File: src/rtl/memcyc_master.sv
module memcyc_master #(
  parameter int ADDR_W    = 19,
  parameter int DATA_W    = 8,
  parameter int LEN_W     = 20,
  parameter int SETUP_CYC = 2,
  parameter int WR_LOW    = 2,
  parameter int RD_LOW    = 3
) (
  input  logic              clk,
  input  logic              rst_n,
  input  logic              start,
  input  logic [2:0]        op,
  input  logic [ADDR_W-1:0] addr,
  input  logic [LEN_W-1:0]  len,
  input  logic [DATA_W-1:0] wdata,
  output logic              busy,
  output logic              done,
  input  logic              wr_valid,
  output logic              wr_ready,
  input  logic [DATA_W-1:0] wr_byte,
  output logic              rd_valid,
  input  logic              rd_ready,
  output logic [DATA_W-1:0] rd_byte,
  output logic [ADDR_W-1:0] bus_addr,
  output logic [DATA_W-1:0] bus_dout,
  output logic              bus_doe,
  input  logic [DATA_W-1:0] bus_din,
  output logic              mreq_n,
  output logic              rd_n,
  output logic              wr_n
);

  localparam int MAX_A = (SETUP_CYC > WR_LOW) ? SETUP_CYC : WR_LOW;
  localparam int MAX_C = (MAX_A > RD_LOW) ? MAX_A : RD_LOW;
  localparam int CNT_W = $clog2(MAX_C) + 1;

  localparam logic [2:0] OP_RD   = 3'd0;
  localparam logic [2:0] OP_WR   = 3'd1;
  localparam logic [2:0] OP_BWR  = 3'd3;
  localparam logic [2:0] OP_BRD  = 3'd4;

  typedef enum logic [2:0] {S_IDLE, S_FETCH, S_SETUP, S_STROBE, S_GAP, S_FIN} state_t;

  state_t            st;
  logic              rd_op, bwr_op;
  logic [ADDR_W-1:0] a_q;
  logic [DATA_W-1:0] d_q;
  logic [LEN_W-1:0]  rem;
  logic [CNT_W-1:0]  cnt;

  wire op_ok  = op <= OP_BRD;
  wire single = (op == OP_RD) || (op == OP_WR);
  wire stall  = rd_op && rd_valid && !rd_ready;
  wire [CNT_W-1:0] strobe_last = rd_op ? CNT_W'(RD_LOW - 1) : CNT_W'(WR_LOW - 1);

  always_ff @(posedge clk) begin
    if (!rst_n) begin
      st       <= S_IDLE;
      rd_op    <= 1'b0;
      bwr_op   <= 1'b0;
      a_q      <= '0;
      d_q      <= '0;
      rem      <= '0;
      cnt      <= '0;
      rd_valid <= 1'b0;
      rd_byte  <= '0;
    end else begin
      if (rd_valid && rd_ready) rd_valid <= 1'b0;
      case (st)
        S_IDLE: if (start && op_ok) begin
          rd_op  <= (op == OP_RD) || (op == OP_BRD);
          bwr_op <= (op == OP_BWR);
          a_q    <= addr;
          d_q    <= wdata;
          rem    <= single ? LEN_W'(1) : len;
          cnt    <= '0;
          if (!single && len == '0) st <= S_FIN;
          else if (op == OP_BWR)    st <= S_FETCH;
          else                      st <= S_SETUP;
        end
        S_FETCH: if (wr_valid) begin
          d_q <= wr_byte;
          st  <= S_SETUP;
        end
        S_SETUP: if (!stall) begin
          if (cnt == CNT_W'(SETUP_CYC - 1)) begin
            cnt <= '0;
            st  <= S_STROBE;
          end else begin
            cnt <= cnt + 1'b1;
          end
        end
        S_STROBE: if (cnt == strobe_last) begin
          cnt <= '0;
          rem <= rem - 1'b1;
          if (rd_op) begin
            rd_byte  <= bus_din;
            rd_valid <= 1'b1;
          end
          st <= (rd_op && rem == LEN_W'(1)) ? S_FIN : S_GAP;
        end else begin
          cnt <= cnt + 1'b1;
        end
        S_GAP: if (rem == '0) begin
          st <= S_FIN;
        end else begin
          a_q <= a_q + 1'b1;
          st  <= bwr_op ? S_FETCH : S_SETUP;
        end
        S_FIN:   st <= S_IDLE;
        default: st <= S_IDLE;
      endcase
    end
  end

  assign mreq_n   = !(st == S_FETCH || st == S_SETUP || st == S_STROBE || st == S_GAP);
  assign rd_n     = !(st == S_STROBE && rd_op);
  assign wr_n     = !(st == S_STROBE && !rd_op);
  assign bus_doe  = !rd_op && (st == S_SETUP || st == S_STROBE || st == S_GAP);
  assign bus_dout = d_q;
  assign bus_addr = a_q;
  assign busy     = st != S_IDLE;
  assign done     = st == S_FIN;
  assign wr_ready = st == S_FETCH;

endmodule

File: config.mk
export PLATFORM = sky130hd
export DESIGN_NAME = memcyc_master
export DESIGN_NICKNAME = d
export VERILOG_FILES = /design/src/rtl/memcyc_master.sv
export SDC_FILE = /design/constraint.sdc
export NUM_CORES = 1
export LEC_CHECK = 0
export BUFFER_PORTS_ARGS = -buffer_cell sky130_fd_sc_hd__buf_2
export CORE_AREA = 4 4 89 91
export CTS_CLUSTER_SIZE = 30
export DETAILED_ROUTE_END_ITERATION = 8
export DIE_AREA = 0 0 93 95
export PLACE_DENSITY_LB_ADDON = 0.1
export SYNTH_ARGS = -nofsm -noshare
export SYNTH_HDL_FRONTEND = slang
export SYNTH_SLANG_ARGS = --single-unit
File: constraint.sdc
create_clock -name clk -period 4.55 [get_ports clk]
set_input_delay 0.91 -clock clk [delete_from_list [all_inputs] [get_ports clk]]
set_output_delay 0.91 -clock clk [all_outputs]
set_load 0.05 [all_outputs]
==> run summary <==
The fraction of synthesis flops using an asynchronous set or reset pin is 0%. The total negative slack came out at 0 ps. Clock-pin slew was measured on the worst setup and hold paths at 70 ps. The global-route congestion overflow total came out at 0. The power per standard cell area came out at 466 nW/µm². By startpoint and endpoint, the worst setup path is classified as flip-flop to output port. The cell at the root of the clock tree is sky130_fd_sc_hd__clkbuf_8. The pin count of the biggest net entering global routing is 43.

Buffers placed on the I/O ports in this run total 113. The minimum setup slack after placement came out at between 1500 and 2000 ps. The share of post-route cells with drive strength above 1 came out at 27.0%.

The synthesis warning total came out at 0. The post-synthesis cell count came out at 498. The die area is 8840 µm².

After synthesis the netlist holds a flip-flop and latch count of 64. The final critical-path setup slack came out at 1240 ps. The via count of the first global-routing pass came to 3648.

The number of buffers inserted by post-CTS setup repair is 0. The number of pins with negative max-slew slack in the final report was 0. Among all stages on the critical path, the largest delay is contributed by sky130_fd_sc_hd__and3b_1. sky130_fd_sc_hd__dfxtp_1 takes more of the synthesized area than any other cell. The final critical path takes up 72.7% of the cycle.

The total length of routed wires came out at 11000 µm. The final layout net count came out at roughly 670. Setup violations remaining at the end of the flow were counted as 0. The path class of the lowest-slack min-delay path is flip-flop to flip-flop. The site row count is 31. The flop-to-flop setup slack came out at 1770 ps.

Max-cap violations in this run came to 0. The die is roughly 95 µm tall. The remaining antenna violation count after routing is 0. The global-route wire length before repair came out at 17300 µm.

For this block, the via count after detailed routing is 4183. The run finished with clean final reports. The routed via count divided by cell count is 6.04.

The startpoint class of the critical path is a flip-flop. The area of the mapped netlist came out at approximately 3900 µm². The number of gates resized after CTS was 0. The deepest level of the CTS H-tree came out at 3.

Based on the critical path, the design can be clocked at up to roughly 300 MHz. The number of buffers created by CTS is 9. The commonest cells after synthesis are 64 x sky130_fd_sc_hd__dfxtp_1, 57 x sky130_fd_sc_hd__nand2_1, 47 x sky130_fd_sc_hd__nor2_1, 32 x sky130_fd_sc_hd__a21oi_1. After legalization and detailed placement, the total HPWL measured 7540 µm. The synthesized design contains 0 enable-type register cells. The maximum net fanout on the critical path is 26. TritonCTS built the clock tree. The maximum buffer depth of the clock tree is 2. Buffers inserted to repair hold after CTS numbered 0. Data arrives at the worst endpoint at 2400 ps. From left edge to right edge, the die measures approximately 93 µm. For this run, the leading register cell type out of synthesis is sky130_fd_sc_hd__dfxtp_1. Setup repair after global routing left no endpoint under its margin. The relative area change from synthesis to final layout is 19.5%. STA puts the critical path data required time at 3640 ps. The transition time at the pin with the least slew margin came out at 963 ps. Clock skew on the completed layout was measured at a little under 10 ps. Measured on the finished design, the core utilization comes to 65.3%.

The critical path goes through and3b_1 > nand2_1 > buf_2. The number of top-level pins is 114. The count of distinct cell types in the synthesized netlist came out at 68. The initial DRC count came out at 338. The worst pin sits at a relative slew slack of 35.8%. In the post-synthesis netlist, the biggest area contributors are sky130_fd_sc_hd__dfxtp_1 33%, sky130_fd_sc_hd__nand2_1 5.5%, sky130_fd_sc_hd__nor2_1 4.5%, sky130_fd_sc_hd__a21oi_1 4.1%, sky130_fd_sc_hd__mux2i_1 4.1%.

The longest individual stage delay on the worst path is 890 ps. The total count of hold-check failures in the final report is 0. The diode insertion count for antenna repair is 0. The minimum clock period after layout is 3310 ps. The core region is 7140 µm². The initial antenna violation count is 0. The area share of the largest cell type after synthesis came out at roughly a third. The clock insertion delay at the later pin of the skew report is about 340 ps. The post-route DRC violation count came out at 0.

The worst voltage drop across the vdd grid came out at 0.000238 V. The detailed-routing iteration count for the pre-antenna-repair pass came out at 5. Among all cell types in the netlist, the one instantiated most often is sky130_fd_sc_hd__dfxtp_1.

For this design the static power due to leakage is 1.90 nW. The starting density of the core is a little over half. The average detailed-routed wire length per instance came out at 15.9 µm. STA classifies the critical path endpoint as an output port. For this run, the register share of the synthesized area comes to 32.8%.

The placer congestion estimate is around 0.90. The number of sinks on the clock net came out at 64. The all-layer global routing usage is a little under a quarter. The per-instance average area after synthesis is 7.84 µm². The total nets after synthesis is 575.
[area by class of cell]
cell class,count,area (µm²)
timing repair buffer,120,618
inverter,11,41.3
clock inverter,4,45.0
tap,99,124
multi-input combinational,383,2410
fill,664,2470
sequential,64,1280
clock buffer,11,141
[metrics by stage]
step / std cells / area (µm²) / hold WS (ps) / power, mW
floorplan: 498 / 3900 / 446 / 1.48
global placement: 677 / 4480 / 463 / 1.68
detailed placement: 677 / 4480 / 471 / 1.70
CTS: 692 / 4660 / 482 / 2.18
global route: 692 / 4660 / 517 / 2.30
finish: 692 / 4660 / 481 / 2.17
[sequential cells by signal, summed over array words and instances, names as in the netlist]
signal and flops:
rd_byte 8, bus_addr 19, rem 20, bus_dout 8, cnt 3, rd_op 1
st 3, rd_valid 1, bwr_op 1
[worst paths after layout]
| kind | startpoint | endpoint | cells past startpoint |
|---|---|---|---|
| max | st[1] | rd_n | 3 |
| min | rem[18] | rem[18] | 2 |
| max reg2reg | st[1] | rd_byte[2] | 5 |
| min reg2reg | rem[18] | rem[18] | 2 |
[routing by layer]
metal	track usage [%]	wire [µm]	vias up
met1	32.1	4760	1939
li1	-	-	2060
met2	39.2	5360	174
met3	3.82	779	10
met4	7.57	111	0
met5	0	0	-
[power breakdown]
group          internal [mW]  total (mW)  switching, mW
Combinational          0.298       0.936          0.637
Sequential             0.649       0.764          0.115
Clock                  0.262       0.475          0.213
[critical path: cells and delay by family, from the launching register on]
family / cells / cell delay, ps
simple gates: 2 / 1110
flops: 1 / 680
buf+inv: 1 / 270
[cells by family after synthesis]
logic type	synth area share [%]
XOR/XNOR	0.224
flip-flops	32.8
adder cells (fa/ha/maj)	1.92
AND/OR/NAND/NOR	25.3
buffers and inverters	5.51
AO/OA/AOI/OAI	30.1
multiplexers	4.10
[cell usage in the layout, fill, tap and decap left out, types with 7 or more instances in the layout]
cell                       instances
sky130_fd_sc_hd__a31oi_1          19
sky130_fd_sc_hd__mux2i_1          16
sky130_fd_sc_hd__buf_2           113
sky130_fd_sc_hd__a211oi_1         12
sky130_fd_sc_hd__a31o_2            8
sky130_fd_sc_hd__nand4_1           8
sky130_fd_sc_hd__nor4_1           11
sky130_fd_sc_hd__a21oi_1          32
sky130_fd_sc_hd__o21ai_0          31
sky130_fd_sc_hd__and2_1            8
sky130_fd_sc_hd__nand2_1          57
sky130_fd_sc_hd__a32o_1            9
sky130_fd_sc_hd__nor3_1           10
sky130_fd_sc_hd__dfxtp_1          64
sky130_fd_sc_hd__o31ai_1           7
sky130_fd_sc_hd__nand3_1          13
sky130_fd_sc_hd__inv_1            11
sky130_fd_sc_hd__buf_4             7
sky130_fd_sc_hd__clkbuf_8         10
sky130_fd_sc_hd__nor2_1           47
Power figures use the tool's default switching activity.
